===== src/rtl/lru_age_pkg.sv =====
package lru_age_pkg;
   localparam int DEF_WAYS = 4;

   typedef enum logic [1:0] {
      OP_IDLE = 2'd0,
      OP_HIT  = 2'd1,
      OP_MISS = 2'd2
   } lru_op_e;
endpackage


===== src/rtl/lru_age_cell.sv =====
module lru_age_cell #(
   parameter int CW = 2
) (
   input  logic          clk,
   input  logic          rst_n,
   input  logic          clr,
   input  logic          inc,
   input  logic          fill,
   output logic [CW-1:0] age,
   output logic          occ
);
   localparam logic [CW-1:0] AGE_MAX = {CW{1'b1}};

   always_ff @(posedge clk) begin
      if (!rst_n) begin
         age <= '0;
         occ <= 1'b0;
      end else begin
         if (clr)      age <= '0;
         else if (inc) age <= age + 1'b1;
         if (fill)     occ <= 1'b1;
      end
   end

   // an increment is never requested on a counter already at its top value
   assert_no_wrap_R6: assert property (@(posedge clk) disable iff (!rst_n)
      (inc && !clr) |-> (age != AGE_MAX));
endmodule


===== src/rtl/lru_victim_pick.sv =====
module lru_victim_pick #(
   parameter int WAYS = 4,
   parameter int CW   = 2
) (
   input  logic [WAYS-1:0]         occ,
   input  logic [WAYS-1:0][CW-1:0] ages,
   output logic [CW-1:0]           victim,
   output logic                    full
);
   logic [CW-1:0] first_free;
   logic [CW-1:0] oldest;
   logic [CW-1:0] oldest_age;

   always_comb begin
      first_free = '0;
      for (int i = WAYS - 1; i >= 0; i--) begin
         if (!occ[i]) first_free = CW'(i);
      end
   end

   always_comb begin
      oldest     = '0;
      oldest_age = ages[0];
      for (int i = 1; i < WAYS; i++) begin
         if (ages[i] > oldest_age) begin
            oldest     = CW'(i);
            oldest_age = ages[i];
         end
      end
   end

   assign full   = &occ;
   assign victim = full ? oldest : first_free;
endmodule


===== src/rtl/lru_age_tracker.sv =====
module lru_age_tracker
   import lru_age_pkg::*;
#(
   parameter int WAYS = DEF_WAYS,
   parameter int CW   = (WAYS > 1) ? $clog2(WAYS) : 1
) (
   input  logic               clk,
   input  logic               rst_n,
   input  logic               acc_vld,
   input  logic               acc_hit,
   input  logic [CW-1:0]      acc_way,
   output logic [CW-1:0]      victim_way,
   output logic               set_full,
   output logic [WAYS*CW-1:0] age_vec
);
   localparam logic [CW-1:0] TOP_AGE = CW'(WAYS - 1);

   generate
      if (WAYS < 2) begin : g_bad_ways
         $error("lru_age_tracker: WAYS must be at least 2");
      end
      if ((1 << CW) < WAYS) begin : g_bad_cw
         $error("lru_age_tracker: CW too narrow for WAYS");
      end
   endgenerate

   logic [WAYS-1:0]         occ;
   logic [WAYS-1:0][CW-1:0] ages;
   logic [WAYS-1:0]         clr_w, inc_w, fill_w;
   lru_op_e                 op;
   logic [CW-1:0]           tgt;
   logic [CW-1:0]           hit_age;

   lru_victim_pick #(.WAYS(WAYS), .CW(CW)) u_pick (
      .occ    (occ),
      .ages   (ages),
      .victim (victim_way),
      .full   (set_full)
   );

   always_comb begin
      op = OP_IDLE;
      if (acc_vld && !acc_hit)                   op = OP_MISS;
      else if (acc_vld && acc_hit && occ[acc_way]) op = OP_HIT;
   end

   assign tgt     = (op == OP_HIT) ? acc_way : victim_way;
   assign hit_age = ages[acc_way];

   generate
      for (genvar w = 0; w < WAYS; w++) begin : g_way
         assign clr_w[w]  = (op != OP_IDLE) && (tgt == CW'(w));
         assign fill_w[w] = (op == OP_MISS) && (tgt == CW'(w));
         assign inc_w[w]  = (op == OP_HIT)  ? (ages[w] < hit_age) :
                            (op == OP_MISS) ? (tgt != CW'(w)) : 1'b0;

         lru_age_cell #(.CW(CW)) u_cell (
            .clk   (clk),
            .rst_n (rst_n),
            .clr   (clr_w[w]),
            .inc   (inc_w[w]),
            .fill  (fill_w[w]),
            .age   (ages[w]),
            .occ   (occ[w])
         );
         assign age_vec[w*CW +: CW] = ages[w];
      end
   endgenerate

   // distinct-age witness for R6
   logic [(1<<CW)-1:0] ages_seen;
   always_comb begin
      ages_seen = '0;
      for (int i = 0; i < WAYS; i++) ages_seen[ages[i]] = 1'b1;
   end

   assert_distinct_full_R6: assert property (@(posedge clk) disable iff (!rst_n)
      set_full |-> ($countones(ages_seen) == WAYS));

   assert_full_sticky_R5: assert property (@(posedge clk) disable iff (!rst_n)
      set_full |=> set_full);

   assert_hit_mru_R2: assert property (@(posedge clk) disable iff (!rst_n)
      (acc_vld && acc_hit && occ[acc_way]) |=> (ages[$past(acc_way)] == '0));

   assert_miss_fill_R3: assert property (@(posedge clk) disable iff (!rst_n)
      (acc_vld && !acc_hit) |=> (occ[$past(victim_way)] && ages[$past(victim_way)] == '0));

   assert_victim_oldest_R4: assert property (@(posedge clk) disable iff (!rst_n)
      set_full |-> (ages[victim_way] == TOP_AGE));

   assert_idle_hold_R7: assert property (@(posedge clk) disable iff (!rst_n)
      (!acc_vld) |=> ($stable(age_vec) && $stable(occ)));
endmodule


===== config.mk =====
export PLATFORM = sky130hd
export DESIGN_NAME = lru_age_tracker
export DESIGN_NICKNAME = d
export VERILOG_FILES = /design/src/rtl/lru_age_pkg.sv /design/src/rtl/lru_age_cell.sv /design/src/rtl/lru_victim_pick.sv /design/src/rtl/lru_age_tracker.sv
export SDC_FILE = /design/constraint.sdc
export NUM_CORES = 1
export LEC_CHECK = 0
export CORE_MARGIN = 2
export CORE_UTILIZATION = 40
export CTS_CLUSTER_SIZE = 16
export DETAILED_ROUTE_END_ITERATION = 12
export PLACE_DENSITY = 0.62
export SYNTH_ARGS = -nofsm -noshare
export SYNTH_HDL_FRONTEND = slang
export SYNTH_SLANG_ARGS = --single-unit

===== constraint.sdc =====
create_clock -name clk -period 3.9 [get_ports clk]
set_input_delay 0.78 -clock clk [delete_from_list [all_inputs] [get_ports clk]]
set_output_delay 0.78 -clock clk [all_outputs]
set_load 0.005 [all_outputs]

==> results of run 1 <==
[how the worst min path moves through the flow]
stage	start	to	depth (start not counted)
floorplan	g_way[0].u_cell.occ$_SDFFE_PN0P_	g_way[0].u_cell.occ$_SDFFE_PN0P_	2
global placement	g_way[0].u_cell.occ$_SDFFE_PN0P_	g_way[0].u_cell.occ$_SDFFE_PN0P_	2
detailed placement	g_way[0].u_cell.occ$_SDFFE_PN0P_	g_way[0].u_cell.occ$_SDFFE_PN0P_	2
CTS	g_way[0].u_cell.occ$_SDFFE_PN0P_	g_way[0].u_cell.occ$_SDFFE_PN0P_	2
global route	g_way[0].u_cell.occ$_SDFFE_PN0P_	g_way[0].u_cell.occ$_SDFFE_PN0P_	2
finish	g_way[0].u_cell.occ$_SDFFE_PN0P_	g_way[0].u_cell.occ$_SDFFE_PN0P_	2
[cells in the mapped netlist, drive strengths merged, types with 2 or more instances]
cell | n | area share (%)
o311ai | 5 | 3.7
nand4 | 2 | 1.1
xor2 | 2 | 1.5
or3 | 2 | 1.1
o21ai | 5 | 2.1
nand2b | 3 | 1.6
nor3 | 4 | 2.1
mux2 | 2 | 1.9
inv | 13 | 4.2
buf | 4 | 2.7
nor2 | 9 | 2.9
mux2i | 2 | 1.7
o311a | 2 | 1.7
nor2b | 3 | 1.6
a211oi | 4 | 2.6
nand2 | 5 | 1.6
ha | 12 | 13
o32ai | 2 | 1.5
a311o | 2 | 1.7
xnor2 | 5 | 3.7
a21oi | 8 | 3.7
dfxtp | 12 | 20
o31ai | 5 | 3.6
clkbuf | 2 | 0.64
o21a | 2 | 1.3
[power groups by stage]
stage | Sequential, uW | Clock (uW) | Combinational (uW)
final | 137 | 106 | 176
after floorplan | 138 | 0 | 71.9
after CTS | 136 | 109 | 147
after global placement | 139 | 0 | 123
after global routing | 137 | 112 | 189
after detailed placement | 139 | 0 | 126
[critical path, delay by kind of cell, from the launching register on]
kind	cells	cell delay, ps
adder cells (fa/ha/maj)	3	760
AND/OR/NAND/NOR	5	640
AO/OA/AOI/OAI	3	560
flip-flops	1	340
multiplexers	1	310
buffers and inverters	3	220
[registers in the layout, indices dropped and copies added, names as in the netlist]
name              cells
g_way.u_cell.occ      4
g_way.u_cell.age      8
[repair_timing]
item                                    in CTS  in global routing
pin swaps                                   11                  9
gates resized for setup                     28                 13
endpoints found under the setup margin       2                  9
setup buffers                                8                  5
[placed cells by master (no fill, tap or decap), types with 2 or more instances in the layout]
master and n:
nand4_1 2, a311o_1 2, nor2b_1 2, dfxtp_2 3, xnor2_1 5, o311ai_0 2, xor2_1 2, inv_1 10
ha_1 7, o21a_1 2, o311ai_1 2, inv_2 3, mux2i_1 2, ha_4 5, clkbuf_4 3, o311a_1 2
buf_4 31, a21oi_1 7, or3_1 2, nor3_1 3, o31ai_1 4, nor2_1 9, a211oi_1 4, nand2_1 2
clkdlybuf4s50_1 14, nand2b_1 2, nand2_4 2, buf_6 2, dfxtp_1 9, o21ai_0 3
[cell type report]
| class | count | area, um2 |
|---|---|---|
| Sequential cell | 12 | 244 |
| Tap cell | 31 | 38.8 |
| Multi-Input combinational cell | 103 | 972 |
| Timing Repair Buffer | 48 | 400 |
| Clock buffer | 4 | 36.3 |
| Fill cell | 246 | 1020 |
| Inverter | 14 | 65.1 |
[cell families after synthesis]
logic type,after synthesis
AND/OR/NAND/NOR,34
multiplexers,5
AO/OA/AOI/OAI,45
adder cells (fa/ha/maj),12
XOR/XNOR,7
buffers and inverters,20
flip-flops,12
[layer usage]
metal	wire [um]	part of all wire, %	vias to the layer above	global-route usage [%]
met2	1800	49	54	37.8
met1	1520	41	613	28.8
met5	0	0	-	0
met4	70	1.9	0	5.32
met3	285	7.8	10	5.58
li1	-	-	603	-
[stage by stage]
step	util (%)	hold WS, ps
after floorplan	-	496
final	63.2	565
after CTS	58.9	562
after global placement	53.0	547
after detailed placement	53.0	547
after global routing	63.2	585
==> metrics.md, run 1 <==
| Metric | Value |
|---|---|
| Outcome | `complete, no violations` |
| GPL Wtd Cong | `0.907` |
| Total core area | `around 2800 um2` |
| Fin area | `~1800 um2` |
| DR vias | `between 1,000 and 1,500` |
| Most used cell, CP | `ha_4` |
| RR Endpoint | `g_way[0].u_cell.age[0]$_SDFFE_PP0P_` |
| Layout cells sized above 1 | `between 30 and 40%` |
| CP endpoint kind | `output port` |
| Grt total ovfl | `0` |
| Initial antenna violation count | `0` |
| ANT cells | `0` |
| Crit-path slowest cell | `dfxtp_2` |
| Period utilisation layout | `99.9%` |
| Synth Area in Compound Gates | `30.7%` |
| Reg-to-Reg Start | `g_way[0].u_cell.age[1]$_SDFFE_PP0P_` |
| Post-synthesis register bit count | `12` |
| XOR/XNOR Fraction of Synth Area | `under 10%` |
| Fmax achieved | `257 MHz` |
| CTS buffer count | `3` |
| Clk slew on worst S/H paths | `roughly 90 ps` |
| Pin count of the biggest net entering global routing | `16` |
| Post-synthesis adder-cell area fraction | `12.8%` |
| Switching Fraction | `about a third` |
| Power per standard cell area | `238 nW/um2` |
| Synth Area per Inst | `8.68 um2` |
| DR WL/cell | `~17 um` |
| Slew HR | `about 62%` |
| Internal power | `between 200 and 300 uW` |
| Setup TNS | `0 ps` |
| Die H | `just under 60 um` |
| Net switching power | `137 uW` |
| Synth Area in Simple Gates | `roughly 16%` |
| Die Area | `around 3400 um2` |
| FP Rows | `19` |
| Unrepaired setup endpoints after global routing | `true` |
| Detailed Route WL | `between 3000 and 4000 um` |
| Net Count, Synth | `around 150` |
| Hold buffers post-CTS | `0` |
| Fin crit period | `roughly 4000 ps` |
| Drt pass-1 iters | `5` |
| CP endpoint | `victim_way[1]` |
| Cell variety after synth | `50` |
| Final setup vio count | `0` |
| Crit Path Max Fanout | `3` |
| Area Overhead vs Synth | `49.8%` |
| Ys async rst share | `0%` |
| Slew @ Worst Pin | `about 570 ps` |
| Gr usage total | `approximately 22%` |
| Clk_lat worst skew | `290 ps` |
| Kind of critical path | `flop to output port` |
| Yosys Warn Count | `0` |
| Crit path DAT | `around 3100 ps` |
| Post-synthesis mux area share | `5.55%` |
| Layout Nets | `200` |
| Critical path, cell by cell | `inv_2 > ha_4 > nand2b_4 > nand2_4 > o21ai_4 > ha_4 > and2b_4 > or2_4 > mux2_4 > ha_4 > nand2_2 > o21ai_2 > a41o_2 > clkinv_8 > buf_6` |
| First-pass GRT wire length | `between 5000 and 6000 um` |
| Worst setup SP type | `flop` |
| Total power | `about 420 uW` |
| Synth Flop Type | `dfxtp_1` |
| Critical Path Max Stage Delay | `340 ps` |
| DP Area | `1480 um2` |
| Max cap viols | `0` |
| Fin. max-slew vios | `0` |
| Clk network pwr share | `around a quarter` |
| Logic gate share of total power | `42.0%` |
| Initial core utilization | `a little over two fifths` |
| Worst clock skew | `around 7.7 ps` |
| Worst EP required | `3120 ps` |
| Vias in the first global route | `between 1,000 and 1,500` |
| Largest family of logic cells by synthesized area | `compound AO/OA/AOI/OAI gates` |
| Drc violations | `0` |
| Post-Syn Instances | `~140` |
| Non-Filler Instances | `around 210` |
| VDD IR max | `approximately 0.22 mV` |
| H-tree Lvls | `1` |
| Top Ports | `17` |
| Detail Route Antenna Nets | `0` |
| Number of synthesized flops with an enable pin | `0` |
| Total clock sinks | `12` |
| Chip width | `about 58 um` |
| Sequential power share | `between 30% and 40%` |
| Synth Cell Area | `approximately 1200 um2` |
| Worst r2r path cells | `21` |
| Worst setup startpoint | `g_way[0].u_cell.age[1]$_SDFFE_PP0P_` |
| Post-detail-place hpwl | `2510 um` |
| CTS tree | `built` |
| Pre-CTS setup slack | `-330 ps` |
| Via density per instance | `about 6.0` |
| Worst reg-to-reg setup slack | `100 ps` |
| Initial drt markers | `50` |
| Fin. Hold Viols | `0` |
| Worst min path class | `flop to flop` |
| # placed instances | `195` |
| Post-synthesis sequential area ratio | `around 20%` |
| # port buffers | `16` |
| Max clock buf depth | `2` |
| Setup WS post-layout | `4.04 ps` |
| Clock root buffer | `clkbuf_4` |
| Lkg Pwr | `approximately 0.00069 uW` |
Note: power is estimated with default switching activity, not from simulation.
==> run 2: changes to the inputs <==
--- a/config.mk
+++ b/config.mk
@@ -9,7 +9,7 @@
 export CORE_UTILIZATION = 40
 export CTS_CLUSTER_SIZE = 16
 export DETAILED_ROUTE_END_ITERATION = 12
-export PLACE_DENSITY = 0.62
+export PLACE_DENSITY = 0.71
 export SYNTH_ARGS = -nofsm -noshare
 export SYNTH_HDL_FRONTEND = slang
 export SYNTH_SLANG_ARGS = --single-unit
==> run 2 against run 1 <==
Die area did not move. Core utilization down 2.8 points. Non-clock buffer count decreased by 8. Cell count fell by 3.8%. Highest routed layer unchanged.
==> metrics.md, run 2 (same netlist as run 1, synthesis figures left out) <==
| Metric | Value |
|---|---|
| Outcome | `complete, no violations (unchanged)` |
| RR Endpoint | `g_way[3].u_cell.age[1]$_SDFFE_PP0P_ (was g_way[0].u_cell.age[0]$_SDFFE_PP0P_)` |
| Worst setup startpoint | `g_way[0].u_cell.age[1]$_SDFFE_PP0P_ (unchanged)` |
| Total clock sinks | `12 (unchanged)` |
| H-tree Lvls | `1 (unchanged)` |
| # port buffers | `16 (unchanged)` |
| Largest registers | `g_way.u_cell.age x8, g_way.u_cell.occ x4 (unchanged)` |
| Initial antenna violation count | `0 (unchanged)` |
| Drt pass-1 iters | `4 (was 5)` |
| Worst reg-to-reg setup slack | `250 ps (was 100 ps)` |
| Worst r2r path cells | `20 (was 21)` |
| Hold Path Origin | `g_way[0].u_cell.occ$_SDFFE_PN0P_ (unchanged)` |
| Max clock buf depth | `2 (unchanged)` |
| Layout cells sized above 1 | `33.5% (was 38.7%)` |
| Slew HR | `63.1% (was 62.0%)` |
| Chip width | `58.1 um (unchanged)` |
| Drc violations | `0 (unchanged)` |
| Top Ports | `17 (unchanged)` |
| Area Overhead vs Synth | `43.2% (was 49.8%)` |
| DR vias | `1,234 (was 1,280)` |
| Die Area | `3380 um2 (unchanged)` |
| Via density per instance | `6.05 (was 6.04)` |
| Detailed Route WL | `3420 um (was 3670 um)` |
| Fmax achieved | `257 MHz (about the same)` |
| Vias in the first global route | `1,174 (was 1,237)` |
| Detail Route Antenna Nets | `0 (unchanged)` |
| Pin count of the biggest net entering global routing | `16 (unchanged)` |
| Die H | `58.1 um (unchanged)` |
| Worst min path class | `flop to flop (unchanged)` |
| Fin. Hold Viols | `0 (unchanged)` |
| Clk slew on worst S/H paths | `90 ps (about the same)` |
| Worst EP required | `3120 ps (about the same)` |
| Lkg Pwr | `0.000656 uW (was 0.000694 uW)` |
| Unrepaired setup endpoints after global routing | `true (unchanged)` |
| Clock root buffer | `clkbuf_4 (unchanged)` |
| DR WL/cell | `16.8 um (was 17.3 um)` |
| CP endpoint kind | `output port (unchanged)` |
| Fin crit period | `3890 ps (was 3900 ps)` |
| Fin. max-slew vios | `0 (unchanged)` |
| Pre-CTS setup slack | `-281 ps (was -330 ps)` |
| CP Buf/Inv Count | `4 (was 3)` |
| Gr usage total | `21.5% (was 22.5%)` |
| Worst hold stages | `2 (unchanged)` |
| Post-detail-place hpwl | `2520 um (was 2510 um)` |
| Setup WS post-layout | `10.8 ps (was 4.04 ps)` |
| Fillcell total | `237 (was 246)` |
| FP Rows | `19 (unchanged)` |
| Worst clock skew | `4.25 ps (was 7.67 ps)` |
| Total core area | `2780 um2 (unchanged)` |
| ANT cells | `0 (unchanged)` |
| Max reg flops | `8 (unchanged)` |
| Worst setup SP type | `flop (unchanged)` |
| Slew @ Worst Pin | `546 ps (was 568 ps)` |
| Final setup vio count | `0 (unchanged)` |
| Clk_lat worst skew | `290 ps (about the same)` |
| Layout Nets | `192 (was 200)` |
| First-pass GRT wire length | `5580 um (was 5880 um)` |
| Hold buffers post-CTS | `0 (unchanged)` |
| Reg-to-Reg Start | `g_way[0].u_cell.age[1]$_SDFFE_PP0P_ (unchanged)` |
| GPL Wtd Cong | `0.930 (was 0.907)` |
| Final core utilization | `60.4% (was 63.2%)` |
| Period utilisation layout | `99.7% (was 99.9%)` |
| Crit path DAT | `3110 ps (was 3120 ps)` |
| Max cap viols | `0 (unchanged)` |
| Grt total ovfl | `0 (unchanged)` |
| Crit path max-delay family | `adder cells (unchanged)` |
| Initial drt markers | `58 (was 50)` |
| Crit-path slowest cell | `dfxtp_2 (unchanged)` |
| Initial core utilization | `42.2% (unchanged)` |
| VDD IR max | `0.176 mV (was 0.216 mV)` |
| Crit Path Max Fanout | `3 (unchanged)` |
| Kind of critical path | `flop to output port (unchanged)` |
| Min-Delay Endpoint | `g_way[0].u_cell.occ$_SDFFE_PN0P_ (unchanged)` |
| Leading cell type in the layout, fill and taps excluded | `buf_4 (unchanged)` |
| Biggest register | `g_way.u_cell.age (unchanged)` |
| Commonest non-fill, non-tap cells in the layout | `buf_4, clkdlybuf4s50_1, inv_1, dfxtp_1, nor2_1 (was buf_4, clkdlybuf4s50_1, inv_1, nor2_1, dfxtp_1)` |
| CTS buffer count | `3 (unchanged)` |
| Critical path, cell by cell | `inv_2 > buf_6 > ha_4 > o21bai_4 > nand2_2 > nand2_2 > o21ai_2 > ha_1 > and2b_4 > or2_4 > mux2_4 > ha_4 > nand2_4 > o21ai_4 > a41o_4 > clkinv_8 > buf_6 (was inv_2 > ha_4 > nand2b_4 > nand2_4 > o21ai_4 > ha_4 > and2b_4 > or2_4 > mux2_4 > ha_4 > nand2_2 > o21ai_2 > a41o_2 > clkinv_8 > buf_6)` |
| Critical Path Max Stage Delay | `340 ps (about the same)` |
| CTS tree | `built (unchanged)` |
| Power per standard cell area | `247 nW/um2 (was 238 nW/um2)` |
-- run 2: repair_timing --
| action | 4_1_cts | 5_1_grt |
|---|---|---|
| setup buffers | 3 | 2 |
| endpoints found under the setup margin | 2 | 2 |
| pin swaps | 10 | 7 |
| resized for setup | 31 | 6 |
-- run 2: area by class of cell --
| cell class | count | area [um2] | share of cell area [%] |
|---|---|---|---|
| tap | 31 | 38.8 | 2.31 |
| multi-input combinational | 103 | 950 | 56.6 |
| timing repair buffer | 40 | 347 | 20.6 |
| inverter | 14 | 65.1 | 3.87 |
| clock buffer | 4 | 36.3 | 2.16 |
| sequential | 12 | 243 | 14.5 |
-- run 2: metal layers --
layer,global-route usage [%],vias up,wire length (um)
met1,26.3,583,1380
met5,0,-,0
met2,39.3,53,1730
met4,5.65,0,52
met3,2.90,10,258
li1,-,588,-
-- run 2: worst max path at each step --
| stage | to | slack (ps) | cells after the start |
|---|---|---|---|
| global placement | victim_way[1] | -180 | 15 |
| finish | victim_way[1] | 10 | 17 |
| floorplan | victim_way[0] | 160 | 15 |
| CTS | victim_way[1] | 10 | 17 |
| global route | victim_way[1] | -90 | 17 |
| detailed placement | victim_way[1] | -280 | 15 |
-- run 2: worst reg2reg max path, cell delays in order (launching register included) --
cell,delay (ps)
dfxtp_2,340
inv_2,50
buf_6,120
ha_4,140
o21bai_4,160
nand2_2,80
nand2_2,50
o21ai_2,60
ha_1,250
and2b_4,160
or2_4,230
mux2_4,310
ha_4,220
nand2_4,80
o21ai_4,70
o211a_1,250
buf_4,140
buf_4,160
o311ai_0,450
xor2_1,180
nor2_1,50
-- run 2: stage by stage --
| step | cells | TNS (ps) | total power (uW) | cell area, um2 | hold slack [ps] |
|---|---|---|---|---|---|
| 5_1_grt | 204 | -122 | 434 | 1680 | 617 |
| 4_1_cts | 202 | 0 | 397 | 1630 | 569 |
| 2_1_floorplan | 135 | 0 | 210 | 1170 | 496 |
| 3_5_place_dp | 195 | -496 | 263 | 1480 | 551 |
| 3_3_place_gp | 195 | -292 | 260 | 1480 | 548 |
| 6_report | 204 | 0 | 414 | 1680 | 566 |
-- run 2: power by group --
part	total [uW]	switching, uW	leakage, uW	internal [uW]
Clock	111	53.9	0.0000210	56.9
Combinational	167	75.9	0.000537	90.7
Sequential	137	8.28	0.0000987	128
Total	414	138	0.000656	276
==> run 3: changes to the inputs <==
--- a/config.mk
+++ b/config.mk
@@ -9,7 +9,9 @@
 export CORE_UTILIZATION = 40
 export CTS_CLUSTER_SIZE = 16
 export DETAILED_ROUTE_END_ITERATION = 12
+export GPL_ROUTABILITY_DRIVEN = 0
 export PLACE_DENSITY = 0.71
+export SETUP_SLACK_MARGIN = 0.5
 export SYNTH_ARGS = -nofsm -noshare
 export SYNTH_HDL_FRONTEND = slang
 export SYNTH_SLANG_ARGS = --single-unit
==> run 3 against run 2 <==
Critical endpoint unchanged. Via count grew 2.6%. Register-to-register slack lost 220 ps. Flip-flop and latch count is the same. Critical path depth shrank 1. Non-clock buffer count grew 4. Wire length grew 5.2%. Global-route usage grew 1.2 points. First-iteration DRC count shrank 6.9%. Core utilization grew 4.6 points. Worst hold slack gained 9.6 ps. Highest routed layer unchanged. Clock power shrank 26%. Power shrank 2.7%. Largest power group unchanged.
==> metrics.md, run 3 (same netlist as run 1, synthesis figures left out) <==
| Metric | Value |
|---|---|
| Largest registers | `g_way.u_cell.age x8, g_way.u_cell.occ x4 (unchanged)` |
| Drc violations | `0 (unchanged)` |
| Die Area | `3380 um2 (unchanged)` |
| Drt pass-1 iters | `5 (was 4)` |
| Worst hold stages | `2 (unchanged)` |
| FP Rows | `19 (unchanged)` |
| Fmax achieved | `258 MHz (was 257 MHz)` |
| Via density per instance | `6.12 (was 6.05)` |
| Chip width | `58.1 um (unchanged)` |
| DR WL/cell | `17.4 um (was 16.8 um)` |
| CP endpoint kind | `output port (unchanged)` |
| Fin. max-slew vios | `0 (unchanged)` |
| Area Overhead vs Synth | `54.2% (was 43.2%)` |
| Detailed Route WL | `3600 um (was 3420 um)` |
| Slew @ Worst Pin | `741 ps (was 546 ps)` |
| Reg-to-Reg Start | `g_way[1].u_cell.age[1]$_SDFFE_PP0P_ (was g_way[0].u_cell.age[1]$_SDFFE_PP0P_)` |
| Worst reg-to-reg setup slack | `30 ps (was 250 ps)` |
| Setup TNS | `0 ps (unchanged)` |
| Slew HR | `50.5% (was 63.1%)` |
| DR vias | `1,266 (was 1,234)` |
| Fin. Hold Viols | `0 (unchanged)` |
| Vias in the first global route | `1,252 (was 1,174)` |
| Biggest register | `g_way.u_cell.age (unchanged)` |
| CTS tree | `built (unchanged)` |
| Pin count of the biggest net entering global routing | `16 (unchanged)` |
| RR Endpoint | `g_way[0].u_cell.age[1]$_SDFFE_PP0P_ (was g_way[3].u_cell.age[1]$_SDFFE_PP0P_)` |
| Clk slew on worst S/H paths | `90 ps (about the same)` |
| Min-Delay Endpoint | `g_way[0].u_cell.occ$_SDFFE_PN0P_ (unchanged)` |
| Clock root buffer | `clkbuf_4 (unchanged)` |
| Worst min path class | `flop to flop (unchanged)` |
| Total core area | `2780 um2 (unchanged)` |
| Die H | `58.1 um (unchanged)` |
| Unrepaired setup endpoints after global routing | `true (unchanged)` |
| First-pass GRT wire length | `5880 um (was 5580 um)` |
| Crit Path Max Fanout | `3 (unchanged)` |
| Detail Route Antenna Nets | `0 (unchanged)` |
| # port buffers | `16 (unchanged)` |
| Worst clock skew | `0.749 ps (was 4.25 ps)` |
| Met2 WL | `1780 um (was 1730 um)` |
| CTS buffer count | `3 (unchanged)` |
| H-tree Lvls | `1 (unchanged)` |
| Worst EP required | `3120 ps (about the same)` |
| VDD IR max | `0.157 mV (was 0.176 mV)` |
| Leading cell type in the layout, fill and taps excluded | `buf_4 (unchanged)` |
| Crit path DAT | `3090 ps (was 3110 ps)` |
| Max clock buf depth | `2 (unchanged)` |
| Initial antenna violation count | `0 (unchanged)` |
| Worst setup SP type | `flop (unchanged)` |
| Hold Path Origin | `g_way[0].u_cell.occ$_SDFFE_PN0P_ (unchanged)` |
| Lkg Pwr | `0.000672 uW (was 0.000656 uW)` |
| Met1 Wirelength | `1580 um (was 1380 um)` |
| Max reg flops | `8 (unchanged)` |
| Worst hold slack | `575 ps (was 566 ps)` |
| Commonest non-fill, non-tap cells in the layout | `buf_4, clkdlybuf4s50_1, inv_1, nor2_1 (was buf_4, clkdlybuf4s50_1, inv_1, dfxtp_1, nor2_1)` |
| Layout Nets | `196 (was 192)` |
| Period utilisation layout | `99.2% (was 99.7%)` |
| Initial drt markers | `54 (was 58)` |
| Kind of critical path | `flop to output port (unchanged)` |
| Outcome | `complete, no violations (unchanged)` |
| Top Ports | `17 (unchanged)` |
| Fin crit period | `3870 ps (was 3890 ps)` |
| Met3 Wirelength | `200 um (was 258 um)` |
| Highest metal used | `met4 (unchanged)` |
| Max cap viols | `0 (unchanged)` |
| Post-detail-place hpwl | `2480 um (was 2520 um)` |
| Layout cells sized above 1 | `40.3% (was 33.5%)` |
| Gr usage total | `22.7% (was 21.5%)` |
| Initial core utilization | `42.2% (unchanged)` |
| Worst r2r path cells | `22 (was 20)` |
| Clk_lat worst skew | `270 ps (was 290 ps)` |
| ANT cells | `0 (unchanged)` |
| Grt total ovfl | `0 (unchanged)` |
| Power per standard cell area | `223 nW/um2 (was 247 nW/um2)` |
| Final setup vio count | `0 (unchanged)` |
| Total clock sinks | `12 (unchanged)` |
-- run 3: changes by cell type in the layout (fill, tap and decap cells not counted), moves of 2 or more --
cell / before / now
o32ai_1: 2 / 0
dfxtp_1: 10 / 8
buf_8: 0 / 2
o32ai_4: 0 / 2
o311ai_0: 2 / 0
o311ai_4: 0 / 2
dfxtp_2: 2 / 4
-- run 3: final cells by class --
| class | count | area, um2 |
|---|---|---|
| clock buffers | 3 | 22.5 |
| fillers | 226 | 973 |
| inverters | 14 | 67.6 |
| multi-input cells | 103 | 1040 |
| flip-flops and latches | 12 | 245 |
| well taps | 31 | 38.8 |
| repair buffers | 44 | 393 |
-- run 3: worst max path at each step --
stage	from	depth (start not counted)	end	slack [ps]
floorplan	g_way[1].u_cell.age[1]$_SDFFE_PP0P_	16	victim_way[0]	410
global placement	g_way[1].u_cell.age[1]$_SDFFE_PP0P_	15	victim_way[1]	-50
detailed placement	g_way[1].u_cell.age[1]$_SDFFE_PP0P_	15	victim_way[1]	-140
CTS	g_way[1].u_cell.age[1]$_SDFFE_PP0P_	16	victim_way[1]	20
global route	g_way[1].u_cell.age[1]$_SDFFE_PP0P_	22	g_way[0].u_cell.age[1]$_SDFFE_PP0P_	-90
finish	g_way[1].u_cell.age[1]$_SDFFE_PP0P_	16	victim_way[1]	30
-- run 3: per-stage QoR --
stage               power [uW]  std cells  setup WS [ps]  cell area, um2  util, %
floorplan                  223        135            413            1250        -
global placement           272        194          -52.7            1540     55.4
detailed placement         275        194           -143            1540     55.4
CTS                        382        203           15.8            1720     61.8
global route               425        207          -90.2            1810     65.0
finish                     403        207           30.8            1810     65.0
-- run 3: repair_timing --
action	4_1_cts	5_1_grt
gates resized for setup	30	12
setup endpoints to repair	10	11
buffers inserted	6	4
hold buffers	0	0
pin swaps	12	10
-- run 3: critical path, cell delays in order (launching register included) --
cell      delay (ps)
dfxtp_2          360
inv_2             60
ha_4             280
nand2b_4         130
nand2_2           50
nand2_1           70
o21ai_2           60
ha_1             280
and2b_4          170
or2_4            230
mux2_4           310
ha_4             280
nand2_4           50
o21ai_4           70
a41o_4           260
clkinv_8          50
buf_6            100
-- run 3: power by group --
| part | leakage, uW | switching (uW) | internal [uW] |
|---|---|---|---|
| Sequential | 0.0000995 | 9.14 | 129 |
| Clock | 0.0000138 | 46.8 | 35.7 |
| Combinational | 0.000558 | 84.3 | 98.3 |
-- run 3: per-layer routing --
metal,up-vias,GRT usage (%)
met5,-,0
met4,0,6.31
met3,4,2.68
met2,47,39.9
met1,620,29.0
li1,595,-
